--- config.mk ---
export PLATFORM = sky130hd
export DESIGN_NAME = brk_cond_top
export DESIGN_NICKNAME = d
export VERILOG_FILES = /design/src/rtl/brk_pkg.sv /design/src/rtl/brk_filter.sv /design/src/rtl/brk_regs.sv /design/src/rtl/brk_oe.sv /design/src/rtl/brk_cond_top.sv
export SDC_FILE = /design/constraint.sdc
export NUM_CORES = 1
export LEC_CHECK = 0
export ABC_AREA = 1
export BUFFER_PORTS_ARGS = -buffer_cell sky130_fd_sc_hd__buf_2
export CAP_MARGIN = 10
export CORE_MARGIN = 1.5
export CORE_UTILIZATION = 35
export DETAILED_ROUTE_END_ITERATION = 7
export REMOVE_ABC_BUFFERS = 1
export SLEW_MARGIN = 30
export SYNTH_ARGS = -nofsm -noshare
export SYNTH_HDL_FRONTEND = slang
export SYNTH_SLANG_ARGS = --single-unit
export TNS_END_PERCENT = 1
--- constraint.sdc ---
create_clock -name clk -period 1.9 [get_ports clk]
set_input_delay 0 -clock clk [delete_from_list [all_inputs] [get_ports clk]]
set_output_delay 0 -clock clk [all_outputs]
set_load 0.03 [all_outputs]
--- src/rtl/brk_pkg.sv ---
package brk_pkg;

    localparam int NUM_PRI = 2;
    localparam int NUM_ALL = NUM_PRI + 1;
    localparam int FILT_W  = 4;
    localparam int CNT_W   = FILT_W + 1;
    localparam int REG_AW  = 2;

    typedef enum logic [REG_AW-1:0] {
        ADDR_CFG  = 2'd0,
        ADDR_OE   = 2'd1,
        ADDR_EVT  = 2'd2,
        ADDR_STAT = 2'd3
    } reg_addr_e;

    typedef struct packed {
        logic [FILT_W-1:0] filt;
        logic              pol;
        logic              en;
    } chan_cfg_t;

    typedef chan_cfg_t [NUM_PRI-1:0] cfg_arr_t;

    localparam int REG_DW = $bits(cfg_arr_t);

    function automatic logic level_hit(input logic raw, input logic pol);
        return raw == pol;
    endfunction

    function automatic logic [CNT_W-1:0] filt_thr(input logic [FILT_W-1:0] n);
        return (n == '0) ? CNT_W'(1) : {n, 1'b0};
    endfunction

endpackage

--- src/rtl/brk_filter.sv ---
module brk_filter
    import brk_pkg::*;
(
    input  logic              clk,
    input  logic              rst,
    input  logic              sample_in,
    input  logic [FILT_W-1:0] filt_sel,
    output logic              req
);
    localparam logic [CNT_W-1:0] CNT_MAX = '1;

    logic [CNT_W-1:0] cnt;
    logic [CNT_W-1:0] cnt_nxt;

    always_comb begin
        cnt_nxt = (cnt == CNT_MAX) ? cnt : cnt + CNT_W'(1);
    end

    always_ff @(posedge clk) begin
        if (rst) begin
            cnt <= '0;
            req <= 1'b0;
        end else if (!sample_in) begin
            cnt <= '0;
            req <= 1'b0;
        end else begin
            cnt <= cnt_nxt;
            req <= (cnt_nxt >= filt_thr(filt_sel));
        end
    end


    req_needs_input_chk: assert property (@(posedge clk) disable iff (rst)
        $rose(req) |-> $past(sample_in));


    drop_on_idle_chk: assert property (@(posedge clk) disable iff (rst)
        !sample_in |=> !req);

endmodule

--- src/rtl/brk_regs.sv ---
module brk_regs
    import brk_pkg::*;
(
    input  logic              clk,
    input  logic              rst,
    input  logic              wr_en,
    input  logic [REG_AW-1:0] wr_addr,
    input  logic [REG_DW-1:0] wr_data,
    input  logic [NUM_ALL-1:0] fire,
    output cfg_arr_t          cfg,
    output logic [NUM_PRI-1:0] sw_pulse,
    output logic [NUM_ALL-1:0] stat,
    output logic              oe_set,
    output logic              oe_clr
);
    logic     cfg_wr, evt_wr, stat_wr, oe_wr;
    cfg_arr_t cfg_pend;
    logic     pend_vld;
    logic [NUM_ALL-1:0] stat_clr;

    always_comb begin
        cfg_wr   = wr_en && (reg_addr_e'(wr_addr) == ADDR_CFG);
        oe_wr    = wr_en && (reg_addr_e'(wr_addr) == ADDR_OE);
        evt_wr   = wr_en && (reg_addr_e'(wr_addr) == ADDR_EVT);
        stat_wr  = wr_en && (reg_addr_e'(wr_addr) == ADDR_STAT);
        stat_clr = stat_wr ? wr_data[NUM_ALL-1:0] : '0;
        oe_set   = oe_wr && wr_data[0];
        oe_clr   = oe_wr && !wr_data[0];
    end

    always_ff @(posedge clk) begin
        if (rst) begin
            cfg_pend <= '0;
            pend_vld <= 1'b0;
            cfg      <= '0;
            sw_pulse <= '0;
            stat     <= '0;
        end else begin
            pend_vld <= cfg_wr;
            if (cfg_wr)
                cfg_pend <= cfg_arr_t'(wr_data);
            if (pend_vld)
                cfg <= cfg_pend;
            sw_pulse <= evt_wr ? wr_data[NUM_PRI-1:0] : '0;
            stat     <= (stat & ~stat_clr) | fire;
        end
    end


    cfg_reset_chk: assert property (@(posedge clk) disable iff (rst)
        $past(rst) |-> (cfg == '0 && stat == '0));


    cfg_delay_chk: assert property (@(posedge clk) disable iff (rst)
        !$stable(cfg) |-> $past(cfg_wr, 2));


    flag_clear_chk: assert property (@(posedge clk) disable iff (rst)
        (($past(stat) & ~stat) != '0) |-> $past(stat_wr));


    flag_set_chk: assert property (@(posedge clk) disable iff (rst)
        ($past(fire) != '0) |-> ((stat & $past(fire)) == $past(fire)));

endmodule

--- src/rtl/brk_oe.sv ---
module brk_oe (
    input  logic clk,
    input  logic rst,
    input  logic any_brk,
    input  logic set_req,
    input  logic clr_req,
    output logic pwm_oe,
    output logic oe_rb
);
    logic moe_q;
    logic sync1;

    always_ff @(posedge clk) begin
        if (rst)
            moe_q <= 1'b0;
        else if (any_brk || clr_req)
            moe_q <= 1'b0;
        else if (set_req)
            moe_q <= 1'b1;
    end

    assign pwm_oe = moe_q & ~any_brk;

    always_ff @(posedge clk) begin
        if (rst) begin
            sync1 <= 1'b0;
            oe_rb <= 1'b0;
        end else begin
            sync1 <= pwm_oe;
            oe_rb <= sync1;
        end
    end


    oe_reset_chk: assert property (@(posedge clk) disable iff (rst)
        $past(rst) |-> !moe_q);


    brk_clears_chk: assert property (@(posedge clk) disable iff (rst)
        any_brk |=> !moe_q);


    set_by_sw_chk: assert property (@(posedge clk) disable iff (rst)
        $rose(moe_q) |-> ($past(set_req) && !$past(any_brk)));


    rb_lag_chk: assert property (@(posedge clk) disable iff (rst)
        $rose(oe_rb) |-> $past(pwm_oe, 2));

endmodule

--- src/rtl/brk_cond_top.sv ---
module brk_cond_top
    import brk_pkg::*;
#(
    parameter int N_CMP = 3,
    parameter int N_SYS = 5
) (
    input  logic                          clk,
    input  logic                          rst,
    input  logic [NUM_PRI-1:0]            brk_pin,
    input  logic [NUM_PRI-1:0][N_CMP-1:0] brk_cmp,
    input  logic [N_SYS-1:0]              sys_flt,
    input  logic                          wr_en,
    input  logic [REG_AW-1:0]             wr_addr,
    input  logic [REG_DW-1:0]             wr_data,
    input  logic [REG_AW-1:0]             rd_addr,
    output logic [REG_DW-1:0]             rd_data,
    output logic                          pwm_oe,
    output logic [NUM_ALL-1:0]            brk_flags
);
    cfg_arr_t           cfg;
    logic [NUM_PRI-1:0] sw_pulse;
    logic [NUM_PRI-1:0] filt_req;
    logic [NUM_ALL-1:0] fire;
    logic [NUM_ALL-1:0] stat;
    logic               any_brk;
    logic               oe_set, oe_clr, oe_rb;

    for (genvar c = 0; c < NUM_PRI; c++) begin : g_ch
        logic raw;
        logic hit;

        assign raw = brk_pin[c] | (|brk_cmp[c]);
        assign hit = cfg[c].en & level_hit(raw, cfg[c].pol);

        brk_filter u_filt (
            .clk      (clk),
            .rst      (rst),
            .sample_in(hit),
            .filt_sel (cfg[c].filt),
            .req      (filt_req[c])
        );

        assign fire[c] = filt_req[c] | sw_pulse[c];


        disabled_quiet_chk: assert property (@(posedge clk) disable iff (rst)
            !cfg[c].en |=> !filt_req[c]);
    end

    assign fire[NUM_PRI] = |sys_flt;
    assign any_brk       = |fire;

    brk_regs u_regs (
        .clk     (clk),
        .rst     (rst),
        .wr_en   (wr_en),
        .wr_addr (wr_addr),
        .wr_data (wr_data),
        .fire    (fire),
        .cfg     (cfg),
        .sw_pulse(sw_pulse),
        .stat    (stat),
        .oe_set  (oe_set),
        .oe_clr  (oe_clr)
    );

    brk_oe u_oe (
        .clk    (clk),
        .rst    (rst),
        .any_brk(any_brk),
        .set_req(oe_set),
        .clr_req(oe_clr),
        .pwm_oe (pwm_oe),
        .oe_rb  (oe_rb)
    );

    assign brk_flags = stat;

    always_comb begin
        case (reg_addr_e'(rd_addr))
            ADDR_CFG:  rd_data = cfg;
            ADDR_OE:   rd_data = REG_DW'(oe_rb);
            ADDR_STAT: rd_data = REG_DW'(stat);
            default:   rd_data = '0;
        endcase
    end


    internal_async_chk: assert property (@(posedge clk) disable iff (rst)
        (|sys_flt) |-> !pwm_oe);


    sw_break_chk: assert property (@(posedge clk) disable iff (rst)
        (|sw_pulse) |=> (!pwm_oe && ((stat[NUM_PRI-1:0] & $past(sw_pulse)) == $past(sw_pulse))));

endmodule

==> results of run 1 <==
==> layer usage <==
layer	global-route usage, %	up-vias	part of all wire (%)
li1	-	1086	-
met1	19.19	857	48
met2	25.70	42	46
met3	3.667	6	4.4
met4	4.655	0	1.2
met5	0	-	0
==> cell type report <==
type                       count  area (um2)  share of cell area, %
tap                           75       93.84                  3.555
sequential                    45       902.1                  34.17
inverter                      51       192.7                  7.299
multi-input combinational    205        1022                  38.72
clock buffer                   5       68.82                  2.607
clock inverter                 1       5.005                 0.1896
timing repair buffer          59       355.3                  13.46
==> cells in the mapped netlist <==
master | count | share of area, %
a21oi_1 | 18 | 4.2
o22ai_1 | 1 | 0.29
clkbuf_1 | 1 | 0.17
buf_4 | 1 | 0.35
clkinv_2 | 1 | 0.23
dfxtp_1 | 45 | 42
nand4_1 | 5 | 1.5
or2_2 | 1 | 0.29
or2_0 | 1 | 0.29
xnor2_1 | 1 | 0.41
buf_6 | 2 | 1.0
ha_1 | 12 | 7.0
and2_1 | 1 | 0.29
nand3_1 | 20 | 4.6
nor4_1 | 2 | 0.58
inv_2 | 1 | 0.17
nor2_2 | 3 | 0.87
o21ai_1 | 2 | 0.46
o221ai_1 | 1 | 0.41
nand2_1 | 41 | 7.1
o21ai_0 | 23 | 5.3
o21bai_1 | 2 | 0.70
inv_1 | 49 | 8.5
buf_2 | 4 | 0.93
nand2_2 | 1 | 0.29
nor2_1 | 70 | 12
==> registers in the layout, summed over array words and instances (netlist names) <==
| signal | flops |
|---|---|
| u_oe.moe_q | 1 |
| u_regs.cfg | 12 |
| u_regs.cfg_pend | 12 |
| u_oe.oe_rb | 1 |
| u_oe.sync1 | 1 |
| u_regs.sw_pulse | 2 |
| u_regs.stat | 3 |
| u_regs.pend_vld | 1 |
| g_ch.u_filt.cnt | 10 |
| g_ch.u_filt.req | 2 |
==> worst max-delay path, cell delays in order, from the launching register on <==
cell,delay (ns)
dfxtp_2,0.35
ha_2,0.20
or2_2,0.28
a21oi_2,0.15
inv_1,0.05
ha_1,0.30
nand2_1,0.06
nand2_1,0.04
nand2_1,0.05
nand2_1,0.04
nor2_1,0.09
nor2_1,0.04
==> worst paths after layout <==
path | start | end | slack (ns) | depth (start not counted)
worst max-delay path | g_ch[1].u_filt.cnt[0] | g_ch[1].u_filt.req | 0.13 | 11
worst min register to register | u_oe.sync1 | u_oe.oe_rb | 0.41 | 2
worst max register to register | g_ch[1].u_filt.cnt[0] | g_ch[1].u_filt.req | 0.13 | 11
worst min-delay path | rst | u_oe.sync1 | 0.02 | 2
==> power breakdown <==
group	leakage [nW]	switching (mW)	internal, mW
registers	0.366	0.0112	0.968
clock network	0.0399	0.298	0.242
logic	0.855	0.107	0.0820
==> placed cells by master, fill, tap and decap left out <==
cell type       n
a21oi_1        17
nor4_1          2
nand4_1         5
nand2_1        41
o22ai_1         1
dfxtp_2         1
ha_2            2
buf_2          47
xnor2_1         1
and2_1          1
o21bai_1        2
nor2_2          5
a21oi_2         1
inv_1          49
or2_0           1
clkinv_2        2
ha_1           10
o221ai_1        1
or2_2           1
nand2_2         1
o21ai_0        23
o21ai_1         2
nor2_1         68
nand3_1        20
dfxtp_1        44
inv_2           1
clkbuf_8        5
dlygate4sd3_1  12
==> cell families (layout without fill, tap and decap cells) <==
group / after synthesis / in the layout / share of synthesized area [%]
flops: 45 / 45 / 41.79
fa+ha+maj: 12 / 12 / 6.964
buf+inv: 59 / 116 / 11.43
compound gates: 47 / 47 / 11.38
xor+xnor: 1 / 1 / 0.4063
simple gates: 145 / 145 / 28.03
==> what timing repair did <==
| item | CTS | global route |
|---|---|---|
| endpoints found under the hold margin | 14 | 0 |
| endpoints found under the setup margin | 0 | 2 |
| buffers inserted | 0 | 0 |
| gates resized for setup | 0 | 6 |
| hold buffers | 12 | 0 |
==> through the flow <==
step                      area, um2  util (%)  cells
final                          2640     44.59    441
after global routing           2640     44.59    441
after CTS                      2625     44.34    441
after detailed placement       2431     41.06    423
after global placement         2431     41.06    423
after floorplan                2102         -    301
==> summary.md, run 1 <==
| Metric | Value |
|---|---|
| Outcome | completed |
| Via density | 4.515 |
| Final Hold Violating Endpoints | 0 |
| # Max-Cap Violations | 0 |
| GPL Wtd Cong | 0.8656 |
| Via count of the first global-routing pass | 1833 |
| TritonRoute pass-1 iters | 4 |
| Hold crit path type | input pin to register |
| GR Util All Layers | 15.25% |
| Io pins | 48 |
| Gr ovfl total | 0 |
| Seq/Total Area, Yosys | 41.79% |
| Worst Tran Pin Value | 0.6317 ns |
| CTS tree | done |
| Largest net degree at the start of global routing | 26 |
| Fmax | 564.7 MHz |
| Worst setup EP type | register |
| Sink Count | 45 |
| Startpoint Class | register |
| Final min period | 1.771 ns |
| Initial antenna violation count | 0 |
| Post-Synthesis Cells | 309 |
| CTS max path bufs | 2 |
| Synth Warn # | 0 |
| Avg WL per Cell | 10.34 um |
| Worst slew margin | 57.84% |
| Syn avg cell area | 6.977 um2 |
| Starting DRT DRC Count | 63 |
| Clk_lat worst skew | 0.29 ns |
| Critical path required time | 2.08 ns |
| Area growth syn-to-layout | 22.46% |
| DRC | 0 |
| Clk root buf | clkbuf_8 |
| H-tree levels | 2 |
| Chip width | 81.48 um |
| Worst slack, placed | 0.06870 ns |
| Cell area after synthesis | 2156 um2 |
| Max VDD drop | 438.8 uV |
| Critical path class | register to register |
| Initial core utilization | 36.41% |
| Pins over their slew limit | 0 |
| Endpoints failing setup | 0 |
| Pwr Density | 647.0 nW/um2 |
| Netlist cell types | 26 |
| Std-Cell Rows | 28 |
| Die Area | 6639 um2 |
| Period utilization | 93.20% |
| Unrepaired setup endpoints after global routing | no |
| Die height | 81.48 um |
| Inserted Diodes | 0 |
| DRT Wirelength | 4.562 mm |
| Clock-pin slew on the worst setup and hold paths | 0.08 ns |
| Critical path data arrival time | 1.95 ns |
| Setup Skew | 0.008223 ns |
| Port bufs | 47 |
| Detail Route Antenna Nets | 0 |
| Fillers | 607 |
| CTS buffer count | 5 |
| First-pass GRT wire length | 7.790 mm |
| Critical path peak fanout | 5 |
| Share of cells above drive strength 1 | 18.03% |
| Total power draw | 1.708 mW |
| Vias | 1991 |
| Dpl hpwl | 3.444 mm |
| Fin Setup TNS | 0 ns |
| Core footprint | 5921 um2 |
| LEAKAGE | 1.260 nW |
| Fin Hold WS | 0.02257 ns |
| Nets | 411 |
| Synthesis-stage register bit count | 45 |
| Setup ws final | 0.1292 ns |
Power figures use the tool's default switching activity.
==> run 2: changes to the inputs <==
--- a/config.mk
+++ b/config.mk
@@ -8,10 +8,11 @@
 export ABC_AREA = 1
 export BUFFER_PORTS_ARGS = -buffer_cell sky130_fd_sc_hd__buf_2
 export CAP_MARGIN = 10
-export CORE_MARGIN = 1.5
+export CORE_MARGIN = 3
 export CORE_UTILIZATION = 35
 export DETAILED_ROUTE_END_ITERATION = 7
 export REMOVE_ABC_BUFFERS = 1
+export SETUP_SLACK_MARGIN = 0.2
 export SLEW_MARGIN = 30
 export SYNTH_ARGS = -nofsm -noshare
 export SYNTH_HDL_FRONTEND = slang
==> constraint.sdc (replaced) <==
create_clock -name clk -period 1.9 [get_ports clk]
set_input_delay 0.19 -clock clk [delete_from_list [all_inputs] [get_ports clk]]
set_output_delay 0.19 -clock clk [all_outputs]
set_load 0.03 [all_outputs]
==> summary.md, run 2 (synthesis results as in run 1) <==
| Metric | Value |
|---|---|
| Outcome | completed |
| Gr ovfl total | 0 |
| Pwr Density | 664.1 nW/um2 |
| DRC | 0 |
| Critical path required time | 2.08 ns |
| Fin Setup TNS | 0 ns |
| Port bufs | 47 |
| CTS buffer count | 5 |
| Chip width | 84.48 um |
| Startpoint Class | register |
| Worst setup EP type | register |
| Largest registers | u_regs.cfg: 12 flops, u_regs.cfg_pend: 12 flops, g_ch.u_filt.cnt: 10 flops |
| DRT Wirelength | 4.881 mm |
| Detail Route Antenna Nets | 0 |
| CTS tree | done |
| Starting DRT DRC Count | 81 |
| Fillers | 590 |
| TritonRoute pass-1 iters | 4 |
| Hold crit path type | input pin to register |
| Dpl hpwl | 3.561 mm |
| Clock-pin slew on the worst setup and hold paths | 0.08 ns |
| Die height | 84.48 um |
| Sink Count | 45 |
| Clk_lat worst skew | 0.29 ns |
| First-pass GRT wire length | 7.721 mm |
| Via density | 4.545 |
| Vias | 1968 |
| Commonest non-fill, non-tap cell in the layout | nor2_1 |
| Initial core utilization | 37.54% |
| Worst Tran Pin Value | 0.5986 ns |
| CP most frequent cell | nand2_1 |
| CTS max path bufs | 2 |
| Pint | 1.364 mW |
| Most frequent cells in the layout | nor2_1, inv_1, buf_2 |
| Setup Skew | 0.004122 ns |
| CP max stage delay | 0.38 ns |
| Initial antenna violation count | 0 |
| Cts hold-fix bufs | 0 |
| Worst Hold Depth | 3 |
| Switching share of power | 24.28% |
| WP depth | 11 |
| Register-to-Register Path Depth | 11 |
| Fmax | 599.4 MHz |
| Nets | 404 |
| Final min period | 1.668 ns |
| Post-layout instance area | 2713 um2 |
| Max VDD drop | 331.6 uV |
| CP max-delay cell | dfxtp_4 |
| Die Area | 7137 um2 |
| Seq pwr share | 54.3% |
| Area growth syn-to-layout | 25.83% |
| Placed instance area | 2435 um2 |
| Pins over their slew limit | 0 |
| Final Hold Violating Endpoints | 0 |
| LEAKAGE | 1.273 nW |
| Clk root buf | clkbuf_8 |
| Via count of the first global-routing pass | 1760 |
| Endpoints failing setup | 0 |
| Crit path buffers/inverters | 2 |
| Io pins | 48 |
| Period utilization | 87.81% |
| Largest net degree at the start of global routing | 26 |
| Critical path peak fanout | 4 |
| Clk pwr share | 36.0% |
| P_sw | 0.4373 mW |
| Inserted Diodes | 0 |
| Unrepaired setup endpoints after global routing | yes |
| Critical path class | register to register |
| Std-Cell Rows | 27 |
| GPL Wtd Cong | 0.7537 |
| Power share of the combinational group | 9.7% |
| Avg WL per Cell | 11.27 um |
| Worst-path cell chain | ha_4 -> nand2_1 -> nor2_2 -> buf_4 -> inv_1 -> nand2_1 -> ha_4 -> a21oi_1 -> nand2_1 -> nor2_1 -> nor2_1 |
| Worst slew margin | 60.05% |
| Cell family with most CP delay | simple AND/OR/NAND/NOR gates |
| Core footprint | 5743 um2 |
| GR Util All Layers | 13.32% |
| # Max-Cap Violations | 0 |
| Critical path data arrival time | 1.85 ns |
| H-tree levels | 2 |
| Share of cells above drive strength 1 | 24.93% |
==> run 2: area by class of cell <==
cell class	count	area [um2]	share of cell area [%]
clock buffers	7	96.34	3.552
repair buffers	52	272.8	10.06
multi-input cells	205	1145	42.20
inverters	51	192.7	7.103
flip-flops and latches	45	910.9	33.58
clock inverters	1	5.005	0.1845
well taps	72	90.09	3.321
==> run 2: stage by stage <==
stage	std cells	setup slack, ns	power, mW	hold slack (ns)	utilization, %
3_5_place_dp	421	0.05500	1.175	0.4006	42.40
5_1_grt	433	0.1202	1.885	0.1276	47.23
4_1_cts	431	0.1929	1.820	0.1174	44.84
2_1_floorplan	301	0.1613	1.102	0.2591	-
6_report	433	0.2316	1.801	0.1239	47.23
3_3_place_gp	421	0.09625	1.172	0.3920	42.40
==> run 2: final timing paths <==
kind	from	end	slack, ns
worst max-delay path	g_ch[0].u_filt.cnt[0]	g_ch[0].u_filt.req	0.23
worst min-delay path	wr_data[6]	u_regs.cfg_pend[6]	0.12
worst min register to register	u_oe.sync1	u_oe.oe_rb	0.41
worst max register to register	g_ch[0].u_filt.cnt[0]	g_ch[0].u_filt.req	0.23
==> run 2: worst min-delay path, cell delays in order <==
cell     delay [ns]
buf_2          0.07
o21ai_1        0.05
nor2_1         0.07
==> run 2: power by group through the flow <==
stage / sequential, mW / clock [mW] / combinational [mW]
global placement: 1.00 / 0 / 0.171
floorplan: 1.00 / 0 / 0.0980
detailed placement: 1.00 / 0 / 0.173
finish: 0.978 / 0.649 / 0.174
global route: 0.982 / 0.703 / 0.200
CTS: 0.980 / 0.667 / 0.173
==> run 2: timing repair <==
item,CTS,global route
endpoints found under the setup margin,2,2
buffers inserted,2,2
pin swaps,2,15
resized for setup,7,25
==> run 2: routing by layer <==
layer,global-route usage (%),vias up,part of all wire (%)
li1,-,1070,-
met1,16.98,853,46
met2,21.78,39,47
met3,3.238,6,4.8
met4,4.892,0,1.4
met5,0,-,0
